### src/rtl/md_pkg.sv
package md_pkg;
  // One slot of the divide lead pipeline: occupied flag and operand width.
  typedef struct packed {
    logic vld;
    logic wide;
  } div_tag_t;
endpackage

### src/rtl/lat_counter.sv
module lat_counter #(
  parameter int W = 7
) (
  input  logic         clk,
  input  logic         rst_n,
  input  logic         load_en,
  input  logic [W-1:0] load_val,
  output logic         is_zero
);
  logic [W-1:0] cnt_q, cnt_d, dec;
  logic         upd;

  always_comb begin
    dec   = (cnt_q == '0) ? '0 : cnt_q - 1'b1;
    cnt_d = dec;
    if (load_en && (load_val > dec)) cnt_d = load_val;
    upd   = load_en || (cnt_q != '0);
  end

  always_ff @(posedge clk or negedge rst_n) begin
    if (!rst_n)   cnt_q <= '0;
    else if (upd) cnt_q <= cnt_d;
  end

  assign is_zero = (cnt_q == '0);

  // with no new producer the wait only shrinks by one per cycle
  assert_count_down_R9: assert property (@(posedge clk) disable iff (!rst_n)
    ((cnt_q != '0) && !load_en) |=> (cnt_q == $past(cnt_q) - 1'b1))
    else $error("count did not step down");
endmodule

### src/rtl/div_window.sv
module div_window
  import md_pkg::*;
#(
  parameter int LEAD = 3,
  parameter int B32  = 32,
  parameter int B64  = 64
) (
  input  logic clk,
  input  logic rst_n,
  input  logic start,
  input  logic wide,
  output logic busy,
  output logic can_issue
);
  localparam int BW = $clog2(B64 + 1);
  localparam logic [BW-1:0] K32   = BW'(B32);
  localparam logic [BW-1:0] K64   = BW'(B64);
  localparam logic [BW-1:0] KOVER = BW'(LEAD + 1);

  div_tag_t        lead_q [LEAD];
  div_tag_t        lead_d [LEAD];
  logic [BW-1:0]   busy_q, busy_d;
  logic            any_lead;

  always_comb begin
    lead_d[0].vld  = start;
    lead_d[0].wide = wide;
    for (int k = 1; k < LEAD; k++) lead_d[k] = lead_q[k-1];
    any_lead = 1'b0;
    for (int k = 0; k < LEAD; k++) any_lead = any_lead | lead_q[k].vld;
    if (lead_q[LEAD-1].vld)
      busy_d = lead_q[LEAD-1].wide ? K64 : K32;
    else
      busy_d = (busy_q == '0) ? '0 : busy_q - 1'b1;
  end

  always_ff @(posedge clk or negedge rst_n) begin
    if (!rst_n) begin
      busy_q <= '0;
      for (int k = 0; k < LEAD; k++) lead_q[k] <= '0;
    end else begin
      busy_q <= busy_d;
      for (int k = 0; k < LEAD; k++) lead_q[k] <= lead_d[k];
    end
  end

  assign busy      = (busy_q != '0);
  assign can_issue = (busy_q <= KOVER) && !any_lead;

  // the window opens the cycle after the last lead slot
  assert_window_opens_R2: assert property (@(posedge clk) disable iff (!rst_n)
    lead_q[LEAD-1].vld |=> busy)
    else $error("divide window failed to open");

  // no divide may be accepted while one is still in its lead cycles
  assert_no_issue_in_lead_R3: assert property (@(posedge clk) disable iff (!rst_n)
    any_lead |-> !can_issue)
    else $error("divide allowed during lead");
endmodule

### src/rtl/md_hilo_interlock.sv
module md_hilo_interlock #(
  parameter int DIV32_BUSY   = 32,
  parameter int DIV64_BUSY   = 64,
  parameter int DIV_LEAD     = 3,
  parameter int MUL_LAT      = 3,
  parameter int MUL64_HI_LAT = 4,
  parameter int MT_READ_LAT  = 3,
  parameter int MT_SRC_LAT   = 4
) (
  input  logic clk,
  input  logic rst_n,
  input  logic iss_mul32,
  input  logic iss_mul64,
  input  logic iss_div32,
  input  logic iss_div64,
  input  logic iss_mthi,
  input  logic iss_mtlo,
  output logic div_busy,
  output logic div_ok,
  output logic mul_block,
  output logic mul_ok,
  output logic mt_ok,
  output logic hi_rdy,
  output logic lo_rdy
);
  localparam int DIV32_LAT = DIV_LEAD + 1 + DIV32_BUSY;
  localparam int DIV64_LAT = DIV_LEAD + 1 + DIV64_BUSY;
  localparam int CW        = $clog2(DIV64_LAT);
  localparam int NCNT      = 4;
  localparam int IX_HI = 0, IX_LO = 1, IX_PEND = 2, IX_SRC = 3;

  localparam logic [CW-1:0] K_DIV32 = CW'(DIV32_LAT - 1);
  localparam logic [CW-1:0] K_DIV64 = CW'(DIV64_LAT - 1);
  localparam logic [CW-1:0] K_MUL   = CW'(MUL_LAT - 1);
  localparam logic [CW-1:0] K_MULHI = CW'(MUL64_HI_LAT - 1);
  localparam logic [CW-1:0] K_MTRD  = CW'(MT_READ_LAT - 1);
  localparam logic [CW-1:0] K_MTSRC = CW'(MT_SRC_LAT - 1);

  function automatic logic [CW-1:0] mx(input logic [CW-1:0] a, input logic [CW-1:0] b);
    return (a > b) ? a : b;
  endfunction

  logic          ld_en  [NCNT];
  logic [CW-1:0] ld_val [NCNT];
  logic          cz     [NCNT];
  logic          any_div, any_mul, win_ok;
  logic          mblk_q, mblk_d;

  always_comb begin
    any_div = iss_div32 | iss_div64;
    any_mul = iss_mul32 | iss_mul64;
    for (int g = 0; g < NCNT; g++) ld_val[g] = '0;

    if (iss_mul32) ld_val[IX_HI] = mx(ld_val[IX_HI], K_MUL);
    if (iss_mul64) ld_val[IX_HI] = mx(ld_val[IX_HI], K_MULHI);
    if (iss_div32) ld_val[IX_HI] = mx(ld_val[IX_HI], K_DIV32);
    if (iss_div64) ld_val[IX_HI] = mx(ld_val[IX_HI], K_DIV64);
    if (iss_mthi)  ld_val[IX_HI] = mx(ld_val[IX_HI], K_MTRD);

    if (any_mul)   ld_val[IX_LO] = mx(ld_val[IX_LO], K_MUL);
    if (iss_div32) ld_val[IX_LO] = mx(ld_val[IX_LO], K_DIV32);
    if (iss_div64) ld_val[IX_LO] = mx(ld_val[IX_LO], K_DIV64);
    if (iss_mtlo)  ld_val[IX_LO] = mx(ld_val[IX_LO], K_MTRD);

    if (iss_div32) ld_val[IX_PEND] = mx(ld_val[IX_PEND], K_DIV32);
    if (iss_div64) ld_val[IX_PEND] = mx(ld_val[IX_PEND], K_DIV64);

    ld_val[IX_SRC] = K_MTSRC;

    ld_en[IX_HI]   = any_mul | any_div | iss_mthi;
    ld_en[IX_LO]   = any_mul | any_div | iss_mtlo;
    ld_en[IX_PEND] = any_div;
    ld_en[IX_SRC]  = iss_mthi | iss_mtlo;

    mblk_d = iss_mul64;
  end

  for (genvar g = 0; g < NCNT; g++) begin : g_cnt
    lat_counter #(.W(CW)) u_cnt (
      .clk      (clk),
      .rst_n    (rst_n),
      .load_en  (ld_en[g]),
      .load_val (ld_val[g]),
      .is_zero  (cz[g])
    );
  end

  div_window #(
    .LEAD (DIV_LEAD),
    .B32  (DIV32_BUSY),
    .B64  (DIV64_BUSY)
  ) u_win (
    .clk       (clk),
    .rst_n     (rst_n),
    .start     (any_div),
    .wide      (iss_div64),
    .busy      (div_busy),
    .can_issue (win_ok)
  );

  always_ff @(posedge clk or negedge rst_n) begin
    if (!rst_n) mblk_q <= 1'b0;
    else        mblk_q <= mblk_d;
  end

  assign mul_block = mblk_q;
  assign hi_rdy    = cz[IX_HI];
  assign lo_rdy    = cz[IX_LO];
  assign mt_ok     = cz[IX_PEND];
  assign div_ok    = win_ok & cz[IX_SRC];
  assign mul_ok    = ~mblk_q & cz[IX_PEND] & cz[IX_SRC];

  // a wide multiply blocks exactly the following cycle
  assert_mul_block_R5: assert property (@(posedge clk) disable iff (!rst_n)
    iss_mul64 |=> (mul_block && !mul_ok))
    else $error("wide multiply did not block");
  assert_mul_block_drop_R5: assert property (@(posedge clk) disable iff (!rst_n)
    !iss_mul64 |=> !mul_block)
    else $error("multiply block without wide multiply");

  // hi/lo writers are held off once a divide is in flight
  assert_mt_hold_R8: assert property (@(posedge clk) disable iff (!rst_n)
    (iss_div32 || iss_div64) |=> (!mt_ok && !mul_ok))
    else $error("hi/lo write allowed behind divide");

  // a move into hi makes hi unreadable for the next cycle
  assert_hi_wait_R7: assert property (@(posedge clk) disable iff (!rst_n)
    iss_mthi |=> (!hi_rdy && !div_ok))
    else $error("hi readable right after move");

  // any multiply makes lo unreadable for the next cycle
  assert_lo_wait_R6: assert property (@(posedge clk) disable iff (!rst_n)
    (iss_mul32 || iss_mul64) |=> !lo_rdy)
    else $error("lo readable right after multiply");
endmodule

### config.mk
export PLATFORM = sky130hd
export DESIGN_NAME = md_hilo_interlock
export DESIGN_NICKNAME = d
export VERILOG_FILES = /design/src/rtl/md_pkg.sv /design/src/rtl/lat_counter.sv /design/src/rtl/div_window.sv /design/src/rtl/md_hilo_interlock.sv
export SDC_FILE = /design/constraint.sdc
export NUM_CORES = 1
export LEC_CHECK = 0
export ABC_AREA = 1
export BUFFER_PORTS_ARGS = -buffer_cell sky130_fd_sc_hd__buf_2
export CAP_MARGIN = 20
export CORE_MARGIN = 5
export CORE_UTILIZATION = 45
export DETAILED_ROUTE_END_ITERATION = 8
export PLACE_DENSITY_LB_ADDON = 0.15
export SKIP_LAST_GASP = 1
export SLEW_MARGIN = 20
export SYNTH_ARGS = -nofsm -noshare
export SYNTH_HDL_FRONTEND = slang
export SYNTH_SLANG_ARGS = --single-unit
export TNS_END_PERCENT = 30
### constraint.sdc
create_clock -name clk -period 2.7 [get_ports clk]
set_input_delay 0.135 -clock clk [delete_from_list [all_inputs] [get_ports clk]]
set_output_delay 0.135 -clock clk [all_outputs]
set_load 0.05 [all_outputs]
==> impl_metrics.csv <==
group,metric,value,unit
clocking,clock_path_buffers,2,
setup_path,path_class,"reg2reg",
timing,period_needed,2.434,ns
timing,fin_ws,0.2659,ns
setup_path,arrival,2.63,ns
place,io_buffers,14,
clocking,root_buffer,"clkbuf_8",
setup_path,required,2.89,ns
setup_path,cpPeakStageDelay,0.41,ns
setup_path,path_buf_inv,3,
timing,finalCritPeriodShare,90.15,%
yosys,synth_top_flop_cell,"dfrtp_1",
die,fp.dieH,87.91,um
place,hpwl,4.134,mm
cells_and_area,nets,419,
yosys,synth_area_per_cell,7.382,um2
route,ant_nets,0,
power_and_ir_drop,ir_drop,0.4572,mV
grt,grt_pass1_wl,9.177,mm
cells_and_area,num_antenna_cells,0,
timing,slew_headroom,64.54,%
clocking,cts_buffers,5,
cells_and_area,drive_above_1_share,16.58,%
clocking,clkLatencyLatePin,0.29,ns
timing,hold_viol_final,0,
die,placementRows,28,
clocking,cts_max_level,2,
timing,timing.fmax,410.8,MHz
grt,grt_max_degree,43,
timing,whs,0.07952,ns
min_path,hp-class,"in2reg",
route,wl_per_cell,11.21,um
flow_run,maxCapViolCount,0,
timing,fin_skew,0.006592,ns
yosys,syn_area,2731,um2
yosys,yosysUniqueCellTypes,30,
route,routed_wl,5.235,mm
route,wl_met2,2.591,mm
yosys,synth-seq-cells,42,
cells_and_area,finalInstanceArea,3014,um2
place,placed_cell_area,2892,um2
die,ioPinCount,15,
timing,rsz0062_at_grt,"true",
grt,grt_use_total,15.28,%
route,met3_length,154,um
clocking,clock_sinks,42,
route,first_pass_iters,4,
route,wl_met1,2.414,mm
clocking,clkSlewWorstSetupHoldPaths,0.08,ns
route,drc,0,
cells_and_area,num-fill-cells,565,
grt,grt_pass1_vias,2146,
clocking,post-cts-setup-buffers,0,
run_status,status,"finished, final reports clean",
die,core,5921,um2
yosys,syn-num-nets,398,
setup_path,endpoint_kind,"flop",
yosys,yosysSeqAreaShare,38.48,%
clocking,cts_tree,"built",
die,die_area,7728,um2
yosys,postSynthCellCount,370,
power_and_ir_drop,power.density,1068,nW/um2
place,dp_slack,0.1934,ns
grt,antenna_found_initial,0,
place,place.gp.congestion,0.8126,
route,dr_total_vias,2209,
yosys,yosys_warnings,0,
grt,grt_overflow,0,
route,routed_via_density,4.730,
setup_path,crit_fanout,7,
yosys,synth-async-reset-ratio,100.0,%
cells_and_area,synthToLayoutAreaGrowth,10.35,%
route,drtIter0Drc,103,
die,dieWidth,87.91,um
die,start_util,46.13,%
timing,worst_slew_pin_slew,0.5319,ns
setup_path,crit_family,"simple AND/OR/NAND/NOR gates",
power_and_ir_drop,p_leak,0.001638,uW
timing,setup_viol,0,
yosys,synth_edf_count,0,
timing,slew_viol_final,0,
route,dr.max_layer_used,"met4",
setup_path,path_cells,"inv_1, ha_1, inv_1, nor2_1, nand2_2, inv_1, or2_2, ha_1, a21oi_1, a21oi_1, nand4_1, nand2_1, nand2_2, nand2_1, nand2_1",
setup_path,cp-start-kind,"flop",
setup_path,crit_path_top_delay_cell,"dfrtp_1",
[cell usage after synthesis (2+ instances only)]
cell     instances  area (um2)
a21oi_1         13       65.06
or2_2            4       25.02
ha_1            20       250.2
nand2_2          5       31.28
o21ai_0          6       30.03
nor3_1           5       25.02
xor2_1           3       26.28
buf_2            2       10.01
nand2_1         70       262.8
inv_1           70       262.8
dfrtp_1         42        1051
nand3_1         35       175.2
o21ai_1          3       15.01
nor2_2          13       81.33
nand4_1          7       43.79
nor2_1          49       183.9
inv_2            5       18.77
inv_4            2       12.51
nor2_4           4       45.04
nand3_2          2       20.02
[area by class of cell]
class	count	area (um2)	share of cell area (%)
flip-flops and latches	42	1051	34.87
well taps	75	93.84	3.113
multi-input cells	249	1388	46.04
clock inverters	2	12.51	0.4151
inverters	77	294.0	9.755
clock buffers	6	82.58	2.740
repair buffers	16	92.59	3.072
[per-layer routing]
metal / vias to the layer above / GRT usage (%)
met4: 0 / 5.021
met2: 22 / 26.30
li1: 1190 / -
met5: - / 0
met1: 991 / 18.94
met3: 6 / 3.387
[logic make-up after synthesis]
kind of cell    count (synthesis)  synth area share (%)
simple gates                  198                 34.45
buf+inv                        79                 11.13
flops                          42                 38.48
compound gates                 27                 5.497
fa+ha+maj                      20                 9.162
xor+xnor                        4                 1.283
[cell usage in the layout (no fill, tap or decap), types with 2 or more instances in the layout]
cell	synthesis	final
inv_1	70	70
o21ai_0	6	6
a21oi_1	13	13
buf_2	2	13
dlygate4sd3_1	0	2
nor2_2	13	14
nor2_1	49	48
o21ai_1	3	3
clkbuf_8	0	6
ha_1	20	20
inv_2	5	5
nand3_1	35	35
nand4_1	7	7
inv_4	2	2
nor2_4	4	4
dfrtp_1	42	42
or2_2	4	4
nand2_2	5	6
nand3_2	2	2
nand2_1	70	69
xor2_1	3	3
nor3_1	5	5
[timing repair]
action	4_1_cts	5_1_grt
endpoints found under the setup margin	0	6
hold buffers	1	1
hold endpoints to repair	1	42
resized for setup	0	2
[through the flow]
stage	power, uW	TNS, ns	util [%]	instances
floorplan	2444	0	-	370
global route	3612	-0.006711	50.91	467
global placement	2773	0	48.84	457
CTS	3255	0	50.61	466
finish	3219	0	50.91	467
detailed placement	2810	0	48.84	457
[worst register-to-register path, cell delays in order, from the launching register on]
cell     delay [ns]
dfrtp_1        0.41
inv_1          0.08
ha_1           0.19
inv_1          0.06
nor2_1         0.05
nand2_2        0.14
inv_1          0.10
or2_2          0.30
ha_1           0.31
a21oi_1        0.07
a21oi_1        0.12
nand4_1        0.09
nand2_1        0.18
nand2_2        0.11
nand2_1        0.08
nand2_1        0.05
[report_power, final]
part | switching [uW] | total [uW] | internal, uW
Sequential | 136 | 965 | 830
Clock | 220 | 426 | 206
Combinational | 1160 | 1830 | 668
[worst paths after layout]
kind / start / to / slack, ns / cells after the start
max: g_cnt[2].u_cnt.cnt_q[0] / g_cnt[2].u_cnt.cnt_q[5] / 0.27 / 15
min: iss_div64 / u_win.lead_d[2] / 0.08 / 1
max reg2reg: g_cnt[2].u_cnt.cnt_q[0] / g_cnt[2].u_cnt.cnt_q[5] / 0.27 / 15
min reg2reg: u_win.lead_d[0] / u_win.lead_q[0] / 0.36 / 0
max in group asynchronous: rst_n / g_cnt[0].u_cnt.cnt_q[2] / 1.97 / 2
min in group asynchronous: rst_n / u_win.busy_q[6] / 0.36 / 2
[sequential cells by signal (all words and copies together) (netlist names)]
| name | cells |
|---|---|
| g_cnt.u_cnt.cnt_q | 28 |
| mul_block | 1 |
| u_win.busy_q | 7 |
| u_win.lead_d | 4 |
| u_win.lead_q | 2 |
No activity file was read; power rests on OpenSTA's default activity.
